### src/rtl/sdp_pkg.sv
package sdp_pkg;

  // Smallest accumulator that can hold one full step without loss.
  function automatic int min_acc_width(input int op_w, input int vec);
    return 2 * op_w + $clog2(vec);
  endfunction

endpackage

### src/rtl/sdp_dot.sv
module sdp_dot #(
  parameter int VEC   = 4,
  parameter int OP_W  = 8,
  parameter int ACC_W = 24
) (
  input  logic [VEC*OP_W-1:0] a_vec,
  input  logic [VEC*OP_W-1:0] b_vec,
  output logic [ACC_W-1:0]    dot
);
  localparam int PROD_W = 2 * OP_W;

  logic signed [PROD_W-1:0] prod [VEC];

  for (genvar g = 0; g < VEC; g++) begin : g_lane
    logic signed [OP_W-1:0] al, bl;
    assign al = a_vec[g*OP_W +: OP_W];
    assign bl = b_vec[g*OP_W +: OP_W];
    assign prod[g] = PROD_W'(al) * PROD_W'(bl);
  end

  // Adder tree flattened into one combinational reduction.
  always_comb begin
    logic signed [ACC_W-1:0] s;
    s = '0;
    for (int i = 0; i < VEC; i++) s = s + ACC_W'(prod[i]);
    dot = s;
  end
endmodule

### src/rtl/sdp_ring.sv
module sdp_ring #(
  parameter int ACC_N = 4,
  parameter int ACC_W = 24
) (
  input  logic             clk,
  input  logic             rst_n,
  input  logic             step,
  input  logic             restart,
  input  logic [ACC_W-1:0] dot,
  output logic [ACC_W-1:0] oldest
);
  logic [ACC_W-1:0] ring [ACC_N];
  logic [ACC_W-1:0] base;

  assign oldest = ring[0];
  assign base   = restart ? '0 : ring[0];

  always_ff @(posedge clk or negedge rst_n) begin
    if (!rst_n) begin
      for (int i = 0; i < ACC_N; i++) ring[i] <= '0;
    end else if (step) begin
      for (int i = 0; i < ACC_N - 1; i++) ring[i] <= ring[i+1];
      ring[ACC_N-1] <= base + dot;
    end
  end

  // an idle cycle leaves the leaving entry untouched
  a_r6_idle_hold: assert property (@(posedge clk) disable iff (!rst_n)
    !step |=> $stable(oldest));
endmodule

### src/rtl/sdp_fwd.sv
module sdp_fwd #(
  parameter int W     = 8,
  parameter int DEPTH = 2
) (
  input  logic         clk,
  input  logic         rst_n,
  input  logic [W-1:0] d,
  output logic [W-1:0] q
);
  logic [W-1:0] stg [DEPTH];

  for (genvar k = 0; k < DEPTH; k++) begin : g_stage
    always_ff @(posedge clk or negedge rst_n) begin
      if (!rst_n)      stg[k] <= '0;
      else if (k == 0) stg[k] <= d;
      else             stg[k] <= stg[(k == 0) ? 0 : k-1];
    end
  end

  assign q = stg[DEPTH-1];
endmodule

### src/rtl/sdp_cell.sv
module sdp_cell #(
  parameter int VEC   = 4,
  parameter int OP_W  = 8,
  parameter int ACC_N = 4,
  parameter int ACC_W = 24,
  parameter int FWD_D = 2
) (
  input  logic                clk,
  input  logic                rst_n,
  input  logic                in_vld,
  input  logic                a_clr,
  input  logic [VEC*OP_W-1:0] a_vec,
  input  logic [VEC*OP_W-1:0] b_vec,
  output logic                east_vld,
  output logic                east_clr,
  output logic [VEC*OP_W-1:0] east_vec,
  output logic                south_vld,
  output logic [VEC*OP_W-1:0] south_vec,
  output logic                drn_vld,
  output logic [ACC_W-1:0]    drn_sum
);
  import sdp_pkg::*;

  localparam int VW    = VEC * OP_W;
  localparam int MIN_W = min_acc_width(OP_W, VEC);

  logic [ACC_W-1:0] dot;
  logic [ACC_W-1:0] oldest;
  logic             drain_now;

  assign drain_now = in_vld & a_clr;

  sdp_dot #(.VEC(VEC), .OP_W(OP_W), .ACC_W(ACC_W)) u_dot (
    .a_vec(a_vec), .b_vec(b_vec), .dot(dot)
  );

  sdp_ring #(.ACC_N(ACC_N), .ACC_W(ACC_W)) u_ring (
    .clk(clk), .rst_n(rst_n), .step(in_vld), .restart(a_clr),
    .dot(dot), .oldest(oldest)
  );

  sdp_fwd #(.W(VW + 2), .DEPTH(FWD_D)) u_east (
    .clk(clk), .rst_n(rst_n),
    .d({in_vld, a_clr, a_vec}),
    .q({east_vld, east_clr, east_vec})
  );

  sdp_fwd #(.W(VW + 1), .DEPTH(FWD_D)) u_south (
    .clk(clk), .rst_n(rst_n),
    .d({in_vld, b_vec}),
    .q({south_vld, south_vec})
  );

  always_ff @(posedge clk or negedge rst_n) begin
    if (!rst_n) begin
      drn_vld <= 1'b0;
      drn_sum <= '0;
    end else begin
      drn_vld <= drain_now;
      if (drain_now) drn_sum <= oldest;
    end
  end

  initial begin
    a_width_ok: assert (ACC_W >= MIN_W);
  end

  // a drain pulse is caused only by a valid restart step
  a_r4_drain_cause: assert property (@(posedge clk) disable iff (!rst_n)
    drn_vld |-> $past(in_vld && a_clr));

  // a valid continuing step never drains
  a_r5_no_drain_on_acc: assert property (@(posedge clk) disable iff (!rst_n)
    (in_vld && !a_clr) |=> !drn_vld);

  // east valid rises only two edges after an accepted step
  a_r7_east_follow: assert property (@(posedge clk) disable iff (!rst_n)
    $rose(east_vld) |-> $past(in_vld, 2));

  // both forwarding paths stay aligned
  a_r8_paths_aligned: assert property (@(posedge clk) disable iff (!rst_n)
    south_vld == east_vld);
endmodule

### config.mk
export PLATFORM = sky130hd
export DESIGN_NAME = sdp_cell
export DESIGN_NICKNAME = d
export VERILOG_FILES = /design/src/rtl/sdp_pkg.sv /design/src/rtl/sdp_dot.sv /design/src/rtl/sdp_ring.sv /design/src/rtl/sdp_fwd.sv /design/src/rtl/sdp_cell.sv
export SDC_FILE = /design/constraint.sdc
export NUM_CORES = 1
export LEC_CHECK = 0
export BUFFER_PORTS_ARGS = -buffer_cell sky130_fd_sc_hd__buf_4
export CELL_PAD_IN_SITES_DETAIL_PLACEMENT = 1
export CELL_PAD_IN_SITES_GLOBAL_PLACEMENT = 2
export CORE_MARGIN = 4
export CORE_UTILIZATION = 38
export CTS_CLUSTER_DIAMETER = 40
export DETAILED_ROUTE_END_ITERATION = 12
export PLACE_DENSITY_LB_ADDON = 0.1
export SLEW_MARGIN = 10
export SYNTH_ARGS = -nofsm -noshare
export SYNTH_HDL_FRONTEND = slang
export SYNTH_SLANG_ARGS = --single-unit
export TNS_END_PERCENT = 30
### constraint.sdc
create_clock -name clk -period 3.5 [get_ports clk]
set_input_delay 0.175 -clock clk [delete_from_list [all_inputs] [get_ports clk]]
set_output_delay 0.175 -clock clk [all_outputs]
set_load 0.1 [all_outputs]
==> reports/results.ini, run 1 <==
[min_path]
hold-path-endpoint = u_east.stg[64]
min_from = a_vec[30]
hp-class = in2reg
whs_path_depth = 3

[sta]
worst_slack_ns = -5.848
slew_headroom = 0.3966
fin_crit_ns = 9.348
fmax_mhz = 107.0
skew_ns = 0.01501
finalCritPeriodShare = 2.671
hold_violations = 0
drv_slew = 0
setup_viol = 22
tightest_slew_ns = 0.9052
rsz0062_at_grt = yes

[status]
status = complete, but fails checks
violations = negative setup slack

[finish]
layout-drive-gt1-share = 0.3055
fillers = 5822
area_growth_syn_to_layout_pct = 29.54
fin_util = 0.4973
final_common_cell = inv_1
layout_common_cells = inv_1 (394), buf_4 (343), fa_1 (336)
fin_nets = 2775

[die]
coreArea_um2 = 55090
dieArea_um2 = 59500
ios = 160
fp.dieW_um = 243.9
initial_utilization = 0.3839
fp.dieH_um = 243.9
core.rowCount = 86

[worst_setup_path]
critical-path-top-delay-family = adder cells
reg2reg_slack_ns = -0.39
r2r_end = u_ring.ring[16]
criticalPathCategory = in2reg
r2r_start = u_ring.oldest[3]
cp.buffers_inverters = 10
cpPeakStageDelay_ns = 0.54
crit_path_start_kind = input port
crit_top_cell = fa_1
cp_slowest_cell = fa_1
arrival_ns = 9.79
crit_required_ns = 3.94
critical_path.max_fanout = 6
r2r_cells = 16
crit_path_end_kind = flop

[clocking]
cts_buffers = 43
ctsLongestPathBuffers = 3
clock_sinks = 253
cts_tree = done
clk-insertion-delay-late_ns = 0.56
h-tree-depth = 2
clock-root-buffer = clkbuf_16
clk_pin_slew_ns = 0.05

[yosys]
ys.flop_type = dfrtp_1
syn-num-nets = 2366
synth-seq-cells = 253
synthDistinctLibCells = 57
ys_async_sr_fraction = 1.000
synth_warnings = 0
synth_edf_count = 0
synth_area_um2 = 21150
seq_area_frac_synth = 0.2993
syn_avg_cell_area_um2 = 11.62
netlist_instances = 1820

[place]
post-place-ws_ns = -6.670
hpwl_mm = 40.91
globalplace.congestion = 0.8255
portBuffers = 159

[global_route]
antenna_found_initial = 0
grt_pass1_wl_mm = 85.24
grt_use_total = 0.1783
grt_max_degree = 80
grt-ovfl-total = 0
grt_pass1_vias = 15920

[routing]
finalWirelength_mm = 50.16
dr_total_vias = 13660
ant_nets = 0
drcViolationCount = 0
via_per_inst = 4.537
dr.pass1.iters = 4
avgRoutedWirePerCell_um = 16.65
drt_iter0_markers = 401

[run]
drv_cap = 0

tightest hold or removal path, delay by kind of cell:
family | cells | cell delay (ns)
buf+inv | 3 | 0.40
synth_stat cells (8+ instances only):
cell / instances / share of area
and2_1: 128 / 0.038
nor2b_1: 26 / 0.0077
a21oi_1: 23 / 0.0054
dfrtp_1: 253 / 0.30
clkbuf_1: 19 / 0.0034
xor2_1: 12 / 0.0050
mux2_2: 113 / 0.060
nand2b_1: 15 / 0.0044
buf_4: 65 / 0.023
nor2_1: 30 / 0.0053
inv_1: 413 / 0.073
fa_1: 345 / 0.33
xnor2_1: 31 / 0.013
o21a_1: 8 / 0.0028
a21o_1: 15 / 0.0053
o21ai_0: 12 / 0.0028
nand2_1: 107 / 0.019
ha_1: 133 / 0.079
final cells by class:
type | count | area (um^2) | area share
Inverter | 414 | 1558 | 0.05685
Clock buffer | 51 | 1146 | 0.04183
Sequential cell | 253 | 6331 | 0.2311
Antenna cell | 2 | 5.005 | 0.0001827
Tap cell | 748 | 935.9 | 0.03416
Timing Repair Buffer | 451 | 3805 | 0.1389
Clock inverter | 27 | 315.3 | 0.01151
Multi-Input combinational cell | 1066 | 13300 | 0.4855
worst max-delay path by stage:
stage	end	from	cells past startpoint
6_report	u_ring.ring[22]	b_vec[7]	38
5_1_grt	u_ring.ring[23]	b_vec[7]	36
4_1_cts	u_ring.ring[20]	b_vec[7]	37
3_5_place_dp	u_ring.ring[23]	b_vec[2]	36
3_3_place_gp	u_ring.ring[23]	b_vec[2]	36
2_1_floorplan	u_ring.ring[22]	b_vec[19]	34
flip-flops by register name (all words and copies together), names as in the netlist:
register / count
drn_vld: 1
drn_sum: 24
u_east.q: 34
u_east.stg: 34
u_ring.ring: 72
u_south.stg: 32
u_south.q: 32
u_ring.oldest: 24
kinds of logic (layout without fill, tap and decap cells):
family | Yosys count | after routing | synth area share
adder cells (fa/ha/maj) | 478 | 478 | 0.4052
other | 0 | 2 | 0
AND/OR/NAND/NOR | 330 | 330 | 0.08169
AO/OA/AOI/OAI | 102 | 102 | 0.03538
multiplexers | 113 | 113 | 0.06016
flip-flops | 253 | 253 | 0.2993
buffers and inverters | 501 | 943 | 0.1004
XOR/XNOR | 43 | 43 | 0.01781
what timing repair did:
item	CTS	global route
setup buffers	7	9
hold buffers	64	0
pin swaps	90	44
gates resized for setup	107	41
endpoints found under the hold margin	137	0
endpoints found under the setup margin	22	22
routing by layer:
layer | share of wire | vias up | track usage
met3 | 0.044 | 59 | 0.02884
met5 | 0 | - | 0
met1 | 0.46 | 7146 | 0.2601
met4 | 0.015 | 0 | 0.03376
met2 | 0.48 | 191 | 0.2855
li1 | - | 6268 | -
per-stage QoR:
| stage | instances | setup TNS (ns) | instance area, um^2 | hold slack (ns) |
|---|---|---|---|---|
| 5_1_grt | 3010 | -113.79 | 27390 | 0.02709 |
| 4_1_cts | 3001 | -106.72 | 27150 | 0.003516 |
| 3_3_place_gp | 2853 | -122.30 | 24580 | 0.1909 |
| 6_report | 3012 | -106.97 | 27400 | 0.04709 |
| 3_5_place_dp | 2853 | -124.45 | 24580 | 0.1999 |
| 2_1_floorplan | 1820 | -108.54 | 21330 | -0.1206 |
Power of run 1 is left out: the tool's default activity adds up to more than one toggle a clock period on the data nets, which glitch-free logic cannot reach.
==> run 2: changes to the inputs <==
==> constraint.sdc (replaced) <==
create_clock -name clk -period 3.5 [get_ports clk]
set_input_delay 0.35 -clock clk [delete_from_list [all_inputs] [get_ports clk]]
set_output_delay 0.35 -clock clk [all_outputs]
set_load 0.1 [all_outputs]
==> run 2 against run 1 <==
Net effect: the run still ends with negative setup slack left; flip-flop and latch count is the same; worst setup slack lost 0.20 ns; sequential share of layout area grew 0.36 points; via count shrank 2.1%; highest routed layer unchanged; worst hold slack lost 0.00075 ns; core utilization shrank 0.75 points; clock skew shrank 0.0023 ns; final area shrank 1.5%; non-clock buffer count shrank 47; critical path type unchanged; register-to-register slack lost 0.02 ns; critical path depth is the same; global-route usage shrank 0.53 points.
==> reports/results.ini, run 2 (synthesis gave the netlist of run 1 again) <==
[global_route]
grt_pass1_wl_mm = 82.60
grt_pass1_vias = 15580
grt_max_degree = 75
grt-ovfl-total = 0
grt_use_total = 0.1730
antenna_found_initial = 0

[sta]
worst_slack_ns = -6.045
rsz0062_at_grt = yes
fin_crit_ns = 9.545
setup_tns_ns = -111.04
tightest_slew_ns = 0.5555
setup_viol = 22
drv_slew = 0
slew_headroom = 0.6297
skew_ns = 0.01268
hold_violations = 0
fmax_mhz = 104.8
finalCritPeriodShare = 2.727

[routing]
drt_iter0_markers = 326
ant_nets = 0
dr.pass1.iters = 4
via_per_inst = 4.513
avgRoutedWirePerCell_um = 16.61
drcViolationCount = 0
finalWirelength_mm = 49.24
dr_total_vias = 13380

[finish]
layout_common_cells = inv_1 (397), buf_4 (355), fa_1 (336)
fin_nets = 2727
final_common_cell = inv_1
area_growth_syn_to_layout_pct = 27.57
layout-drive-gt1-share = 0.3157
largest_reg_flops = 72
fillers = 5817
top_register = u_ring.ring

[clocking]
clock_sinks = 253
clock-root-buffer = clkbuf_16
clk-insertion-delay-late_ns = 0.56
clk_pin_slew_ns = 0.05
h-tree-depth = 2
cts_tree = done
cts_buffers = 42
ctsLongestPathBuffers = 3

[worst_setup_path]
crit_top_cell = fa_1
crit_path_start_kind = input port
crit_required_ns = 3.93
cp_slowest_cell = fa_1
cpPeakStageDelay_ns = 0.53
criticalPathCategory = in2reg
critical_path.max_fanout = 6
crit_path_end_kind = flop
arrival_ns = 9.98

[place]
globalplace.congestion = 0.8193
portBuffers = 159
hpwl_mm = 40.78

[min_path]
hp-class = in2reg

[run]
drv_cap = 0

[die]
coreArea_um2 = 55090
ios = 160
core.rowCount = 86
fp.dieH_um = 243.9
initial_utilization = 0.3839
dieArea_um2 = 59500
fp.dieW_um = 243.9

[status]
status = complete, but fails checks
violations = negative setup slack

run 2: cell types whose count changed in the layout (fill, tap and decap cells not counted), sizes merged:
cell | before | now
bufinv | 2 | 3
dlygate4sd3 | 64 | 16
buf | 387 | 388
clkinvlp | 5 | 3
clkbuf | 51 | 52
diode | 2 | 3
inv | 423 | 422
run 2: metal layers:
layer,GRT usage,vias up,routed length (um)
met5,0,-,0
met4,0.03359,0,687
met3,0.02840,41,1786
met2,0.2754,162,23300
met1,0.2532,7003,23470
li1,-,6174,-
run 2: stage by stage:
step             util  cell area, um^2  instances  hold WS [ns]  setup WS [ns]
6_report       0.4898            26980       2965       0.04634         -6.045
5_1_grt        0.4896            26980       2962       0.01420         -6.388
4_1_cts        0.4836            26640       2958      0.006347         -6.005
3_5_place_dp   0.4448            24510       2847        0.3357         -6.947
3_3_place_gp   0.4448            24510       2847        0.3314         -6.697
2_1_floorplan       -            21330       1820       0.05441         -6.135
run 2: layout make-up:
type                       count  area (um^2)  share of cell area
inverter                     414         1558             0.05773
tap                          748        935.9             0.03468
clock inverter                25        306.5             0.01136
sequential                   253         6331              0.2346
clock buffer                  52         1170             0.04336
timing repair buffer         404         3308              0.1226
multi-input combinational   1066        13370              0.4954
antenna                        3        7.507           0.0002782
run 2: final timing paths:
check	start	to	slack [ns]	depth (start not counted)
max	b_vec[7]	u_ring.ring[22]	-6.04	38
min reg2reg	u_south.stg[46]	u_south.q[13]	0.34	0
min	b_vec[15]	u_south.stg[48]	0.05	2
max reg2reg	u_ring.oldest[3]	u_ring.ring[16]	-0.41	15
max in group asynchronous	rst_n	u_south.stg[56]	2.31	3
min in group asynchronous	rst_n	u_ring.oldest[1]	0.35	2
run 2: worst max-delay path, delay by kind of cell:
family	cells	cell delay, ns
fa+ha+maj	14	6.30
compound gates	12	2.07
buf+inv	9	0.67
mux	1	0.26
simple gates	1	0.17
xor+xnor	1	0.15
run 2: repair_timing:
action	4_1_cts	5_1_grt
hold buffers	16	0
setup buffers	18	4
endpoints found under the hold margin	83	0
setup endpoints to repair	23	23
gates cloned	0	0
pin swaps	88	44
gates resized for setup	94	60
Power of run 2 is left out for the same reason.
==> run 3: changes to the inputs <==
BUFFER_PORTS_ARGS = -buffer_cell sky130_fd_sc_hd__buf_2   (was -buffer_cell sky130_fd_sc_hd__buf_4)
==> run 3 against run 2 <==
Net effect: die area did not move; via count increased by 0.13%; non-clock buffer count increased by 27; critical path depth shrank 2; final area is 0.51% lower; wire length up 2.0%; the run still ends with negative setup slack left; worst setup slack worse by 0.025 ns; critical endpoint unchanged; global-route usage grew 0.41 points; largest cell class unchanged; highest routed layer unchanged; core utilization is 0.25 points lower; flip-flop and latch count stayed put; register-to-register slack got worse by 0.08 ns; count of clock-buffer cells in the layout rose by 1.
==> reports/results.ini, run 3 (synthesis gave the netlist of run 1 again) <==
[global_route]
grt_pass1_wl_mm = 84.49
antenna_found_initial = 1
grt-ovfl-total = 0
grt_pass1_vias = 15720
grt_use_total = 0.1771
grt_max_degree = 110

[worst_setup_path]
crit_top_cell = fa_1
arrival_ns = 10.02
critical_path.max_fanout = 4
cpPeakStageDelay_ns = 0.58
criticalPathCategory = in2reg
r2r_cells = 15
crit_path_end_kind = flop
crit_path_start_kind = input port
cp_slowest_cell = fa_1
crit_required_ns = 3.95

[die]
coreArea_um2 = 55090
ios = 160
fp.dieH_um = 243.9
initial_utilization = 0.3839
dieArea_um2 = 59500
core.rowCount = 86
fp.dieW_um = 243.9

[routing]
dr.pass1.iters = 4
dr_total_vias = 13400
via_per_inst = 4.473
drt_iter0_markers = 420
ant_nets = 0
finalWirelength_mm = 50.21
avgRoutedWirePerCell_um = 16.76
drcViolationCount = 0

[status]
status = complete, but fails checks
violations = negative setup slack

[clocking]
clk-insertion-delay-late_ns = 0.58
clock_sinks = 253
cts_buffers = 45
h-tree-depth = 2
cts_tree = done
ctsLongestPathBuffers = 3
clock-root-buffer = clkbuf_16
clk_pin_slew_ns = 0.05

[finish]
layout-drive-gt1-share = 0.3241
area_growth_syn_to_layout_pct = 26.92
final_cells = 2995
largest_reg_flops = 72
layout_common_cells = inv_1 (392), fa_1 (333), buf_4 (260)
fin_nets = 2757
final_common_cell = inv_1
top_register = u_ring.ring

[sta]
slew_headroom = 0.4349
rsz0062_at_grt = yes
skew_ns = 0.01526
hold_ws_ns = 0.04680
worst_slack_ns = -6.070
fmax_mhz = 104.5
finalCritPeriodShare = 2.734
drv_slew = 0
tightest_slew_ns = 0.8477
hold_violations = 0
fin_crit_ns = 9.570
setup_viol = 22

[min_path]
whs_path_depth = 2
hp-class = in2reg

[place]
globalplace.congestion = 0.8289
placed_cells = 2876
post-place-ws_ns = -6.879
portBuffers = 159
hpwl_mm = 41.60

[run]
drv_cap = 0

[run 3: cell types whose count changed in the layout (fill, tap and decap cells not counted), moves of 4 or more]
cell,previous run,this run
buf_2,0,120
inv_1,397,392
buf_4,355,260
nand2_1,98,105
and2_1,119,114
clkinvlp_4,3,7
nand2_2,8,2
and2_4,8,13
inv_2,15,20
buf_12,11,7
clkinv_4,3,7
[run 3: path summary, 6_finish.rpt]
path / from / to / slack [ns]
worst max-delay path: b_vec[20] / u_ring.ring[22] / -6.07
worst min-delay path: b_vec[15] / u_south.stg[48] / 0.05
worst max register to register: u_ring.oldest[3] / u_ring.ring[20] / -0.49
worst min register to register: u_east.stg[67] / u_east.q[33] / 0.34
max in group asynchronous: rst_n / u_east.stg[56] / 2.20
min in group asynchronous: rst_n / drn_sum[1] / 0.44
[run 3: worst max-delay path: cells and delay by family]
| kind | cells | cell delay [ns] |
|---|---|---|
| AO/OA/AOI/OAI | 8 | 1.45 |
| XOR/XNOR | 1 | 0.13 |
| adder cells (fa/ha/maj) | 14 | 6.56 |
| buffers and inverters | 8 | 0.61 |
| multiplexers | 1 | 0.25 |
| AND/OR/NAND/NOR | 4 | 0.67 |
[run 3: repair_timing]
action / 4_1_cts / 5_1_grt
pin swaps: 90 / 63
hold buffers: 19 / 0
endpoints found under the setup margin: 23 / 23
buffers inserted: 8 / 10
resized for setup: 139 / 43
endpoints found under the hold margin: 123 / 0
[run 3: metal layers]
| layer | up-vias | share of wire | GRT usage |
|---|---|---|---|
| li1 | 6224 | - | - |
| met1 | 6943 | 0.47 | 0.2603 |
| met2 | 176 | 0.47 | 0.2824 |
| met3 | 55 | 0.038 | 0.02718 |
| met4 | 0 | 0.016 | 0.03308 |
| met5 | - | 0 | 0 |
[run 3: metrics by stage]
step                  util  setup TNS, ns  instance area, um^2
floorplan                -        -112.52                21330
global placement    0.4417        -127.74                24330
detailed placement  0.4417        -129.85                24330
CTS                 0.4830        -111.59                26610
global route        0.4872        -117.02                26840
finish              0.4873        -110.90                26850
[run 3: cell type report]
cell class / count / area, um^2
Sequential cell: 253 / 6331
Clock buffer: 53 / 1196
Tap cell: 748 / 935.9
Multi-Input combinational cell: 1066 / 13320
Timing Repair Buffer: 431 / 3183
Fill cell: 5939 / 28250
Inverter: 414 / 1558
Clock inverter: 29 / 324.1
Antenna cell: 1 / 2.502
Power of run 3 is left out for the same reason.
